[src/rtl/tick_timer_pkg.sv]
package tick_timer_pkg;

  typedef enum logic [1:0] {
    TM_OFF     = 2'b00,
    TM_RESTART = 2'b01,
    TM_ONESHOT = 2'b10,
    TM_FREE    = 2'b11
  } tmode_e;

  typedef struct packed {
    tmode_e mode;
    logic   ie;
    logic   ip;
  } tctl_t;

  localparam int CTL_FLAG_W = 4;

endpackage

[src/rtl/tick_counter.sv]
module tick_counter #(
  parameter int WORD_W = 32
) (
  input  logic              clk,
  input  logic              rst_n,
  input  logic              load,
  input  logic [WORD_W-1:0] load_val,
  input  logic              clear,
  input  logic              adv,
  output logic [WORD_W-1:0] cnt
);

  logic [WORD_W-1:0] cnt_q;

  // priority: software load, then event clear, then advance
  always_ff @(posedge clk or negedge rst_n) begin
    if (!rst_n)      cnt_q <= '0;
    else if (load)   cnt_q <= load_val;
    else if (clear)  cnt_q <= '0;
    else if (adv)    cnt_q <= cnt_q + 1'b1;
  end

  assign cnt = cnt_q;

endmodule

[src/rtl/tick_match.sv]
module tick_match #(
  parameter int WORD_W = 32,
  parameter int PER_W  = 28
) (
  input  logic [WORD_W-1:0] cnt,
  input  logic [PER_W-1:0]  period,
  input  logic              adv,
  output logic              evt
);

  logic [PER_W-1:0] next_low;

  // compare the value the count is about to take, so a held count never re-fires
  assign next_low = cnt[PER_W-1:0] + PER_W'(1);
  assign evt      = adv && (next_low == period);

endmodule

[src/rtl/tick_ctrl.sv]
module tick_ctrl
  import tick_timer_pkg::*;
#(
  parameter int PER_W = 28
) (
  input  logic                       clk,
  input  logic                       rst_n,
  input  logic                       wr,
  input  logic [PER_W+CTL_FLAG_W-1:0] wdata,
  input  logic                       evt,
  output tmode_e                     mode,
  output logic                       ie,
  output logic                       ip,
  output logic [PER_W-1:0]           period,
  output logic                       run
);

  tctl_t            ctl_q;
  logic [PER_W-1:0] per_q;
  logic             run_q;
  tctl_t            ctl_w;

  assign ctl_w = tctl_t'(wdata[PER_W+CTL_FLAG_W-1:PER_W]);

  always_ff @(posedge clk or negedge rst_n) begin
    if (!rst_n) begin
      ctl_q <= '{mode: TM_OFF, ie: 1'b0, ip: 1'b0};
      per_q <= '0;
      run_q <= 1'b0;
    end else begin
      if (wr) begin
        ctl_q.mode <= ctl_w.mode;
        ctl_q.ie   <= ctl_w.ie;
        per_q      <= wdata[PER_W-1:0];
        run_q      <= (ctl_w.mode != TM_OFF);
      end else if (evt && ctl_q.mode == TM_ONESHOT) begin
        run_q <= 1'b0;
      end
      // pending: a new event sets it, a written zero clears it, a written one keeps it
      ctl_q.ip <= (evt && ctl_q.ie) || (ctl_q.ip && !(wr && !ctl_w.ip));
    end
  end

  assign mode   = ctl_q.mode;
  assign ie     = ctl_q.ie;
  assign ip     = ctl_q.ip;
  assign period = per_q;
  assign run    = run_q && (ctl_q.mode != TM_OFF);

endmodule

[src/rtl/tick_timer.sv]
module tick_timer
  import tick_timer_pkg::*;
#(
  parameter int PER_W  = 28,
  localparam int WORD_W = PER_W + CTL_FLAG_W
) (
  input  logic              clk,
  input  logic              rst_n,
  input  logic              tick_en,
  input  logic              reg_wr,
  input  logic              reg_sel,
  input  logic [WORD_W-1:0] reg_wdata,
  output logic [WORD_W-1:0] reg_rdata,
  output logic              irq
);

  logic [WORD_W-1:0] cnt_q;
  logic [PER_W-1:0]  period;
  tmode_e            mode;
  logic              ie, ip, run, evt, adv, cnt_wr, ctl_wr, clr;

  assign cnt_wr = reg_wr && !reg_sel;
  assign ctl_wr = reg_wr &&  reg_sel;
  assign adv    = tick_en && run && !cnt_wr;
  assign clr    = evt && (mode == TM_RESTART);

  tick_ctrl #(.PER_W(PER_W)) u_ctrl (
    .clk(clk), .rst_n(rst_n), .wr(ctl_wr), .wdata(reg_wdata), .evt(evt),
    .mode(mode), .ie(ie), .ip(ip), .period(period), .run(run)
  );

  tick_match #(.WORD_W(WORD_W), .PER_W(PER_W)) u_match (
    .cnt(cnt_q), .period(period), .adv(adv), .evt(evt)
  );

  tick_counter #(.WORD_W(WORD_W)) u_cnt (
    .clk(clk), .rst_n(rst_n), .load(cnt_wr), .load_val(reg_wdata),
    .clear(clr), .adv(adv), .cnt(cnt_q)
  );

  assign reg_rdata = reg_sel ? {mode, ie, ip, period} : cnt_q;
  assign irq       = ip && ie;

endmodule

[config.mk]
export PLATFORM = sky130hd
export DESIGN_NAME = tick_timer
export DESIGN_NICKNAME = d
export VERILOG_FILES = /design/src/rtl/tick_timer_pkg.sv /design/src/rtl/tick_counter.sv /design/src/rtl/tick_match.sv /design/src/rtl/tick_ctrl.sv /design/src/rtl/tick_timer.sv
export SDC_FILE = /design/constraint.sdc
export NUM_CORES = 1
export LEC_CHECK = 0
export BUFFER_PORTS_ARGS = -buffer_cell sky130_fd_sc_hd__buf_2
export CORE_AREA = 3 3 111 113
export CTS_CLUSTER_SIZE = 24
export DETAILED_ROUTE_END_ITERATION = 7
export DIE_AREA = 0 0 114 116
export SLEW_MARGIN = 30
export SYNTH_ARGS = -nofsm -noshare
export SYNTH_HDL_FRONTEND = slang
export SYNTH_SLANG_ARGS = --single-unit
[constraint.sdc]
create_clock -name clk -period 3 [get_ports clk]
set_clock_uncertainty 0.2 [all_clocks]
set_input_delay 0.15 -clock clk [delete_from_list [all_inputs] [get_ports clk]]
set_output_delay 0.15 -clock clk [all_outputs]
set_load 0.01 [all_outputs]
After elaboration in Yosys (flattened, before gate mapping). Index checks and enable logic that the tools add are counted.

Input port bits: 37. Word-level logic and storage cells: 38. Register bits: 65.

Add/sub/neg operators: 2. Muxes and demuxes: 6. Reduce and logical (&&, ||, !) cells: 21. Eq/ne operators: 3.

Operators with widths (count): $mux 32 (4); $add 32x1->32 const B (1); $add 28x1->28 const B (1); $eq 28x28->1 (1); $logic_and 1x1->1 (12); $reduce_bool 2->1 (3); $logic_not 1->1 (4); $reduce_bool 3->1 (1); $eq 2x1->1 const B (1); $eq 2x2->1 const B (1); $mux 1 (2); $logic_or 1x1->1 (1).

Longest topological paths before layout. Gate-level depths: netlist of run 1.

Depth in word-level cells: 8. Mapped depth: 12. Mapped depth without buffers: 9.

Cells and area by module. A second synthesis of run 1 with hierarchy kept.

Cell total of the unflattened synthesis: 484. Area, all modules: 4901.0 µm².

By module, submodules not included: tick_counter (cells each 223, instances 1, area an instance 1916.8 µm²); tick_ctrl (cells each 75, instances 1, area an instance 1402.6 µm²); tick_match (cells each 144, instances 1, area an instance 1003.5 µm²); tick_timer (cells each 42, instances 1, area an instance 578.1 µm²).

Least setup slack after synthesis of run 1. OpenSTA, ideal clock, no wires.

Kind: register to register. Start: register u_cnt.cnt_q[1] (netlist: u_cnt.cnt[1]). End: register u_cnt.cnt_q[27] (netlist: u_cnt.cnt[27]). Path buffers: 1. Arrival time: 2667 ps. Stages on the path, launching flop included: 11. Path slack: -2 ps. Cells stage by stage: dfrtp_1 -> ha_1 -> clkbuf_1 -> nand4_1 -> or3_1 -> nor4_1 -> o31ai_1 -> nor4_1 -> nand4_1 -> nor2_2 -> o31ai_1.

Word-level cells in the longest chain between the ends: 6.

Ends and longest elaborated chain: start, declared (RTL line tick_counter.sv:13) `logic [WORD_W-1:0] cnt_q;`; start signal, assigned (RTL line tick_counter.sv:18) `else if (load) cnt_q <= load_val;`; start signal, assigned (RTL line tick_counter.sv:20) `else if (adv) cnt_q <= cnt_q + 1'b1;`; $add 28x1->28 (RTL line tick_match.sv:14) `assign next_low = cnt[PER_W-1:0] + PER_W'(1);`; $eq 28x28->1 (RTL line tick_match.sv:15) `assign evt = adv && (next_low == period);`; $logic_and 1x1->1 (RTL line tick_match.sv:15); $logic_and 1x1->1 (RTL line tick_timer.sv:25) `assign clr = evt && (mode == TM_RESTART);`; $mux 32 (RTL line tick_counter.sv:19) `else if (clear) cnt_q <= '0;`; $mux 32 (RTL line tick_counter.sv:18).

Parallel ways exist; a longest one is shown, timed or not. The select of a mux whose other input is x is not followed. A chain may end at the register's enable or synchronous reset.

Final worst setup path of run 1.
Start: register u_cnt.cnt_q[10] (netlist: u_cnt.cnt[10]). End: register u_cnt.cnt_q[3] (netlist: u_cnt.cnt[3]).

Word-level cells in the longest chain between the ends: 6.

Ends and longest elaborated chain (RTL line): $add 28x1->28 (*) (tick_match.sv:14); $eq 28x28->1 (*) (tick_match.sv:15); $logic_and 1x1->1 (*) (tick_match.sv:15); $logic_and 1x1->1 (*) (tick_timer.sv:25); $mux 32 (tick_counter.sv:19); $mux 32 (tick_counter.sv:18).

Mark *: on every way between the ends. The rest lies on a longest branch, timed or not.

==> results_dict.tcl, run 1 <==
set metrics [dict create \
    floorplan.io_pins 70 \
    flow.area_growth_from_synthesis_pct 40.1 \
    grt_max_degree 67 \
    floorplan.die.width_um 114 \
    synth_cell_types 52 \
    critical_path.startpoint_type "flip-flop" \
    route.detailed.vias_per_inst 5.76 \
    number_of_global_route_vias_before_repair 4750 \
    place.detailed.hpwl_mm 10.7 \
    synth-seq-area-share_pct 33.5 \
    synthesis.yosys.warnings 0 \
    yosys_register_bits 65 \
    intPower_mw 2.38 \
    power.share.combinational_pct 45.4 \
    cap_violations 0 \
    cts-root-buf "clkbuf_16" \
    floorplan.die_area_um2 13200 \
    via_count 4948 \
    layoutNonFillerInstCount 859 \
    most_common_flop_cell_mapped_by_yosys "dfrtp_1" \
    sw_frac_of_total_pct 39.0 \
    chipHeight_um 116 \
    irDropWorstVdd_v 0.000345 \
    setup.worst_path.class "reg -> reg" \
    floorplan.rows 39 \
    r2r_slack_ps -20 \
    sequential_group_share_of_total_power_pct 30.0 \
    fmax_ghz 0.331 \
    clockPowerShare_pct 24.6 \
    status "complete, but fails checks" \
    port_buffers 69 \
    detailedRoute.firstIterationViolations 401 \
    cts_inserted_buffers 9 \
    hold_path_class "in -> async" \
    biggest_area_contributors_in_the_synthesized_netlist "dfrtp_1 34%, mux2_2 14%, nand3_1 4.6%" \
    dpl.cell_count 798 \
    power.total_mw 3.90 \
    cts.clk_slew.worst_paths_ps 60 \
    groute.usage.overall_pct 23.8 \
    power.static_leakage_nw 2.73 \
    violations "negative setup slack" \
    wl_mm 15.8 \
    grt_antenna_before_repair 0 \
    finalNetCount 749 \
    critPathMaxFanout 5 \
    reg2reg_from "u_cnt.cnt[10]" \
    start_util_pct 42.5 \
    ant_nets 0 \
    power.density_nw_per_um2 574 \
    async_reset_ff_share_pct 100 \
    post_route_cells_drive_above_1_share_pct 40.2 \
    remaining_drc_errors 0 \
    finalWorstSetupSlack_ps -18.0 \
    critPathCaptureType "flip-flop" \
    cp.required_ps 3000 \
    cts_tree "built" \
    synth_nets 595 \
    timing.final.setup_violations 7 \
    timing.final.crit_period_ps 3020 \
    gp_routability_congestion 0.871 \
    drv_slew 0 \
    grt.overflow.total 0 \
    drt_first_pass_iters 5 \
    finalHoldViolations 0 \
    final.period_utilization_pct 101 \
    fin_tns_setup_ps -65.1 \
    r2r.worst_path.cells 10 \
    synth_area_per_cell_um2 8.71 \
    critPathArrivalTime_ps 3020 \
    netSwitchingPower_mw 1.52 \
    clk_latency_worst_skew_pair_ps 340 \
    max-slew-margin-rel_pct 49.9 \
    post_synth_instance_area_um2 4850 \
    postSynthCellCount 557 \
    placeableCoreArea_um2 11400 \
    tritoncts_num_sinks 65 \
    number_of_enable_flip_flop_cells_after_synthesis 0 \
    post_drt_wl_per_cell_um 18.3 \
    synth.top_cell.area_share_pct 33.5 \
    clock_tree.htree_level_count 3 \
    timing.rr.end "u_cnt.cnt[3]" \
    yosys.area.top_type "dfrtp_1" \
    antenna_cells_inserted 0 \
    clock_path_buffers 2 \
    timing_worst_slew_pin_value_ps 751 \
    grt_pass1_wl_mm 24.7 \
    rsz0062_at_grt "true" \
]
## cells by family (layout without fill, tap and decap cells)
kind of cell | count (synthesis) | in the layout | share of synthesized area, %
multiplexers | 59 | 59 | 13.7
XOR/XNOR | 45 | 45 | 8.13
buffers and inverters | 50 | 209 | 4.31
flip-flops | 65 | 65 | 33.5
adder cells (fa/ha/maj) | 1 | 1 | 0.258
AND/OR/NAND/NOR | 247 | 247 | 28.4
AO/OA/AOI/OAI | 90 | 90 | 11.7
## routing by layer
| layer | part of all wire [%] | up-vias | track usage (%) | wire (um) |
|---|---|---|---|---|
| met2 | 46 | 184 | 36.9 | 7230 |
| li1 | - | 2373 | - | - |
| met5 | 0 | - | 0 | 0 |
| met3 | 6.3 | 30 | 3.55 | 994 |
| met4 | 2.4 | 0 | 9.03 | 385 |
| met1 | 45 | 2361 | 33.7 | 7160 |
## cell usage after synthesis (all sizes together) (5+ instances only)
library cell and n:
xnor2 25, o31ai 13, and2 8, nand2 59, xor2 20, o21ai 36, nor4 34, nand4 14
a31oi 6, clkbuf 32, nor3 17, inv 7, o211ai 10, nor2 22, buf 11, nand3 46
nor4b 5, or3 5, dfrtp 65, and3 15, a21oi 10, mux2 59
## worst max-delay path by stage
| stage | from | endpoint | slack [ps] | cells after the start |
|---|---|---|---|---|
| final | u_cnt.cnt[10] | u_cnt.cnt[3] | -20 | 10 |
| after global routing | u_cnt.cnt[1] | u_cnt.cnt[2] | -140 | 13 |
| after CTS | u_cnt.cnt[1] | u_cnt.cnt[20] | 10 | 11 |
| after detailed placement | u_cnt.cnt[1] | u_cnt.cnt[20] | -180 | 10 |
| after global placement | u_cnt.cnt[1] | u_cnt.cnt[17] | -70 | 10 |
| after floorplan | u_cnt.cnt[1] | u_cnt.cnt[17] | 9 | 11 |
## per-stage QoR
stage	setup slack, ps	hold WS, ps	cell area (um^2)	util [%]
after global placement	-69.9	0.962	5760	50.4
final	-18.0	148	6790	59.5
after floorplan	9.00	-346	4850	-
after global routing	-143	237	6790	59.5
after CTS	14.8	185	6380	55.9
after detailed placement	-184	5.39	5760	50.4
## power by group through the flow
stage               combinational, mW  clock (mW)  sequential (mW)
finish                           1.77       0.961             1.17
global route                     1.93        1.01             1.19
CTS                              1.57       0.976             1.16
detailed placement               1.52           0             1.17
global placement                 1.50           0             1.16
floorplan                       0.981           0             1.12
## layout make-up
class                      count  area [um^2]
fill                        1036         4620
multi-input combinational    442         3350
sequential                    65         1630
timing repair buffer         186         1350
clock buffer                  12          236
tap                          143          179
inverter                       7         26.3
clock inverter                 4         20.0
## cells in the final DEF, fill, tap and decap left out, drive strengths merged, types with 20 or more instances in the layout
cell / count
dlygate4sd3: 33
mux2: 59
o21ai: 36
xnor2: 25
nor4: 34
xor2: 20
buf: 153
nor2: 22
nand2: 59
dfrtp: 65
nand3: 46
## registers in the layout, indices dropped and copies added, names as in the netlist
| signal | cells |
|---|---|
| u_cnt.cnt | 32 |
| u_ctrl.period | 28 |
| u_ctrl.mode | 2 |
| u_ctrl.ie | 1 |
| u_ctrl.ip | 1 |
| u_ctrl.run_q | 1 |
## critical path, stage by stage, from the launching register on
cell and delay, ps:
dfrtp_2 410, nand4_4 180, nor4_4 380, a31oi_1 140
or4b_4 600, nor4_4 220, nand4_1 240, buf_4 230
buf_6 130, o21ai_2 50, o211ai_1 90
## repair_timing
item / CTS / global route
hold endpoints to repair: 130 / 0
cloned: 0 / 3
buffers inserted: 1 / 10
pin swaps: 4 / 28
setup endpoints to repair: 13 / 34
resized for setup: 7 / 78
hold buffers: 33 / 0
Power figures use the tool's default switching activity.
==> run 2: changes to the inputs <==
- CORE_AREA: 3 3 111 113 -> 3 3 144 146
- DIE_AREA: 0 0 114 116 -> 0 0 147 149
==> results_dict.tcl, run 2 (synthesis gave the netlist of run 1 again) <==
set metrics [dict create \
    status "complete, but fails checks" \
    violations "negative setup slack" \
    finalNetCount 748 \
    floorplan.die.width_um 147 \
    critPathArrivalTime_ps 3040 \
    detailedRoute.firstIterationViolations 291 \
    grt_use_met1_pct 21.3 \
    mostFrequentLayoutCell "buf_4" \
    flow.area_growth_from_synthesis_pct 42.2 \
    cts.clk_slew.worst_paths_ps 60 \
    layoutNonFillerInstCount 980 \
    power.total_mw 3.94 \
    fmax_ghz 0.329 \
    layout.area.seq_um2 1630 \
    critical_path.startpoint_type "flip-flop" \
    grt_most_used_layer "met2" \
    clock_path_buffers 2 \
    setup.worst_path.start "u_cnt.cnt[10]" \
    cp.required_ps 2990 \
    chipHeight_um 149 \
    final.period_utilization_pct 101 \
    timing.final.crit_period_ps 3040 \
    rsz0062_at_grt "true" \
    floorplan.rows 51 \
    timing.final.setup_violations 10 \
    multi_input_area_um2 3240 \
    placed_area_um2 5950 \
    post_drt_wl_per_cell_um 16.8 \
    cts_inserted_buffers 9 \
    fin_tns_setup_ps -286 \
    crit_end "u_cnt.cnt[17]" \
    finalHoldViolations 0 \
    critPathMaxFanout 7 \
    remaining_drc_errors 0 \
    worst_hold_path.num_cells 5 \
    start_util_pct 24.8 \
    hold_path_class "in -> reg" \
    drv_slew 0 \
    grt_antenna_before_repair 0 \
    grt_pass1_wl_mm 26.2 \
    final_cell_area_um2 6900 \
    dp_slack_ps -222 \
    largest_register_ff_count 32 \
    critPathCaptureType "flip-flop" \
    post_route_cells_drive_above_1_share_pct 37.2 \
    cts_tree "built" \
    timing_worst_slew_pin_value_ps 840 \
    grt_use_met3_pct 3.19 \
    route.detailed.vias_per_inst 5.05 \
    timing.rr.end "u_cnt.cnt[17]" \
    floorplan.io_pins 70 \
    r2r.worst_path.cells 11 \
    fill_cells 2071 \
    setup.worst_path.class "reg -> reg" \
    clk_latency_worst_skew_pair_ps 350 \
    via_count 4953 \
    reg2reg_from "u_cnt.cnt[10]" \
    leading_cell_types_in_the_layout_fill_and_taps_excluded "70 x buf_4, 69 x buf_2, 64 x dfrtp_1" \
    globalRouteMet2Util_pct 22.3 \
    cap_violations 0 \
    finalWorstSetupSlack_ps -42.1 \
    post-route-util_pct 35.3 \
    power.density_nw_per_um2 571 \
    ant_nets 0 \
    power.static_leakage_nw 2.74 \
    dpl.cell_count 922 \
    clock_tree.htree_level_count 3 \
    irDropWorstVdd_v 0.000274 \
    drt_first_pass_iters 5 \
    grt_max_degree 67 \
    antenna_cells_inserted 0 \
    floorplan.die_area_um2 21900 \
    final_worst_hold_slack_ps 226 \
    r2r_slack_ps -40 \
    wl_mm 16.4 \
    placeableCoreArea_um2 19500 \
    grt.overflow.total 0 \
    cts-root-buf "clkbuf_16" \
    gp_routability_congestion 0.894 \
    groute.usage.overall_pct 14.9 \
    tritoncts_num_sinks 65 \
    port_buffers 69 \
    number_of_global_route_vias_before_repair 4859 \
    place.detailed.hpwl_mm 11.8 \
    max-slew-margin-rel_pct 44.0 \
]
==> run 2: report_power, final <==
group,switching (mW),internal [mW],leakage [nW],total [mW]
combinational,0.935,0.782,1.87,1.72
sequential,0.146,1.01,0.730,1.16
clock,0.395,0.664,0.144,1.06
total,1.48,2.46,2.74,3.94
==> run 2: worst min path at each step <==
stage                 from                to  slack [ps]
CTS                 reg_wr      u_cnt.cnt[1]         210
finish              reg_wr      u_cnt.cnt[1]         230
global placement     rst_n  u_ctrl.period[9]         100
global route        reg_wr      u_cnt.cnt[1]         240
detailed placement   rst_n  u_ctrl.period[9]         100
floorplan            rst_n      u_cnt.cnt[0]        -350
==> run 2: worst max-delay path, stage by stage (launching register included) <==
cell and delay (ps):
dfrtp_1 400, buf_6 130, nand4_4 160, nor4_4 350, a31oi_1 130, or4b_4 550
nor4_4 290, nand4_1 140, buf_6 160, nor2_4 140, buf_12 150, o31ai_1 70
==> run 2: area by class of cell <==
| type | instances | share of cell area, % |
|---|---|---|
| Clock inverter | 3 | 0.581 |
| Clock buffer | 13 | 3.63 |
| Multi-Input combinational cell | 442 | 47.0 |
| Sequential cell | 65 | 23.6 |
| Timing Repair Buffer | 185 | 20.0 |
| Inverter | 7 | 0.381 |
| Tap cell | 265 | 4.81 |
==> run 2: routing by layer <==
layer	wire length, um	share of wire (%)	vias to the layer above
li1	-	-	2373
met1	7850	48	2390
met2	7290	44	168
met3	942	5.7	22
met4	364	2.2	0
met5	0	0	-
==> run 2: repair_timing <==
item,CTS,global route
endpoints found under the setup margin,29,34
hold buffers,33,0
gates cloned,0,2
setup buffers,1,6
gates resized for setup,8,53
pin swaps,4,26
endpoints found under the hold margin,97,0
==> run 3: changes to the inputs <==
- SKIP_LAST_GASP: unset -> 1
==> results_dict.tcl, run 3 (synthesis gave the netlist of run 1 again) <==
set metrics [dict create \
    r2r.worst_path.cells 11 \
    remaining_drc_errors 0 \
    final.period_utilization_pct 101 \
    fin_tns_setup_ps -218 \
    antenna_cells_inserted 0 \
    setup.worst_path.class "reg -> reg" \
    timing.hold.worst.start "reg_wr" \
    critPathMaxFanout 7 \
    detailedRoute.firstIterationViolations 288 \
    groute.usage.overall_pct 14.9 \
    max-slew-margin-rel_pct 43.8 \
    timing_worst_slew_pin_value_ps 843 \
    clk_latency_worst_skew_pair_ps 340 \
    post_route_cells_drive_above_1_share_pct 38.2 \
    placeableCoreArea_um2 19500 \
    grt_pass1_wl_mm 26.2 \
    timing.final.setup_violations 11 \
    r2r_slack_ps -30 \
    layoutNonFillerInstCount 980 \
    post_drt_wl_per_cell_um 16.9 \
    hold_path_end "u_cnt.cnt[7]" \
    floorplan.io_pins 70 \
    drt_first_pass_iters 5 \
    fill_cells 2067 \
    power.total_mw 3.95 \
    floorplan.die_area_um2 21900 \
    finalNetCount 748 \
    finalHoldViolations 0 \
    flow.area_growth_from_synthesis_pct 42.9 \
    placed_area_um2 5950 \
    drv_slew 0 \
    power.static_leakage_nw 2.75 \
    grt_max_degree 67 \
    leading_cell_types_in_the_layout_fill_and_taps_excluded "70 x buf_4, 69 x buf_2, 64 x dfrtp_1" \
    violations "negative setup slack" \
    irDropWorstVdd_v 0.000277 \
    gp_routability_congestion 0.894 \
    power.density_nw_per_um2 570 \
    worst_hold_path.num_cells 5 \
    floorplan.rows 51 \
    largest_register_ff_count 32 \
    reg2reg_from "u_cnt.cnt[10]" \
    route.detailed.vias_per_inst 5.07 \
    cp.required_ps 2990 \
    final_cell_area_um2 6930 \
    critPathCaptureType "flip-flop" \
    tritoncts_num_sinks 65 \
    cts_tree "built" \
    timing.rr.end "u_cnt.cnt[17]" \
    cap_violations 0 \
    critPathArrivalTime_ps 3030 \
    via_count 4967 \
    fmax_ghz 0.330 \
    mostFrequentLayoutCell "buf_4" \
    grt.overflow.total 0 \
    start_util_pct 24.8 \
    finalWorstSetupSlack_ps -32.0 \
    cts.clk_slew.worst_paths_ps 50 \
    dp_slack_ps -222 \
    cts_inserted_buffers 9 \
    rsz0062_at_grt "true" \
    wl_mm 16.5 \
    critical_path.startpoint_type "flip-flop" \
    clock_path_buffers 2 \
    number_of_global_route_vias_before_repair 4858 \
    status "complete, but fails checks" \
    dpl.cell_count 922 \
    clock_tree.htree_level_count 3 \
    grt_antenna_before_repair 0 \
    floorplan.die.width_um 147 \
    chipHeight_um 149 \
    port_buffers 69 \
    cts-root-buf "clkbuf_16" \
    ant_nets 0 \
    place.detailed.hpwl_mm 11.8 \
    timing.final.crit_period_ps 3030 \
    hold_path_class "in -> reg" \
]
run 3: what timing repair did:
item / CTS / global route
gates resized for setup: 7 / 68
setup buffers: 1 / 6
endpoints found under the setup margin: 29 / 34
hold buffers: 33 / 0
gates cloned: 0 / 2
pin swaps: 4 / 29
hold endpoints to repair: 97 / 0
run 3: per-stage QoR:
stage / util, % / hold WS [ps]
floorplan: - / -346
global placement: 30.5 / 102
detailed placement: 30.5 / 99.2
CTS: 33.8 / 211
global route: 35.5 / 279
finish: 35.5 / 245
run 3: worst max-delay path by stage:
stage / from / to / slack [ps] / depth (start not counted)
4_1_cts: u_cnt.cnt[9] / u_cnt.cnt[17] / -5 / 12
6_report: u_cnt.cnt[10] / u_cnt.cnt[17] / -30 / 11
2_1_floorplan: u_cnt.cnt[1] / u_cnt.cnt[17] / 9 / 11
3_5_place_dp: u_cnt.cnt[0] / u_cnt.cnt[20] / -220 / 10
5_1_grt: u_cnt.cnt[10] / u_cnt.cnt[21] / -150 / 11
3_3_place_gp: u_cnt.cnt[0] / u_cnt.cnt[17] / -140 / 10
run 3: cell type report:
type,count,area (um^2),share of cell area (%)
Clock buffer,13,250,3.61
Sequential cell,65,1630,23.5
Multi-Input combinational cell,442,3270,47.2
Clock inverter,3,40.0,0.578
Timing Repair Buffer,185,1380,19.9
Inverter,7,26.3,0.379
Tap cell,265,332,4.79
run 3: worst max-delay path, stage by stage (launching register included):
cell	delay, ps
dfrtp_1	400
buf_6	130
nand4_4	160
nor4_4	350
a31oi_1	130
or4b_4	550
nor4_4	320
nand4_1	140
buf_6	160
nor2_4	110
buf_12	150
o31ai_1	70
run 3: power breakdown:
part / internal [mW] / switching (mW)
clock network: 0.664 / 0.394
logic: 0.789 / 0.945
registers: 1.01 / 0.145
total: 2.47 / 1.48
run 3: layer usage:
metal | track usage [%] | routed length [um]
met1 | 21.2 | 7850
met2 | 22.3 | 7370
met3 | 3.19 | 912
met4 | 4.89 | 382
met5 | 0 | 0
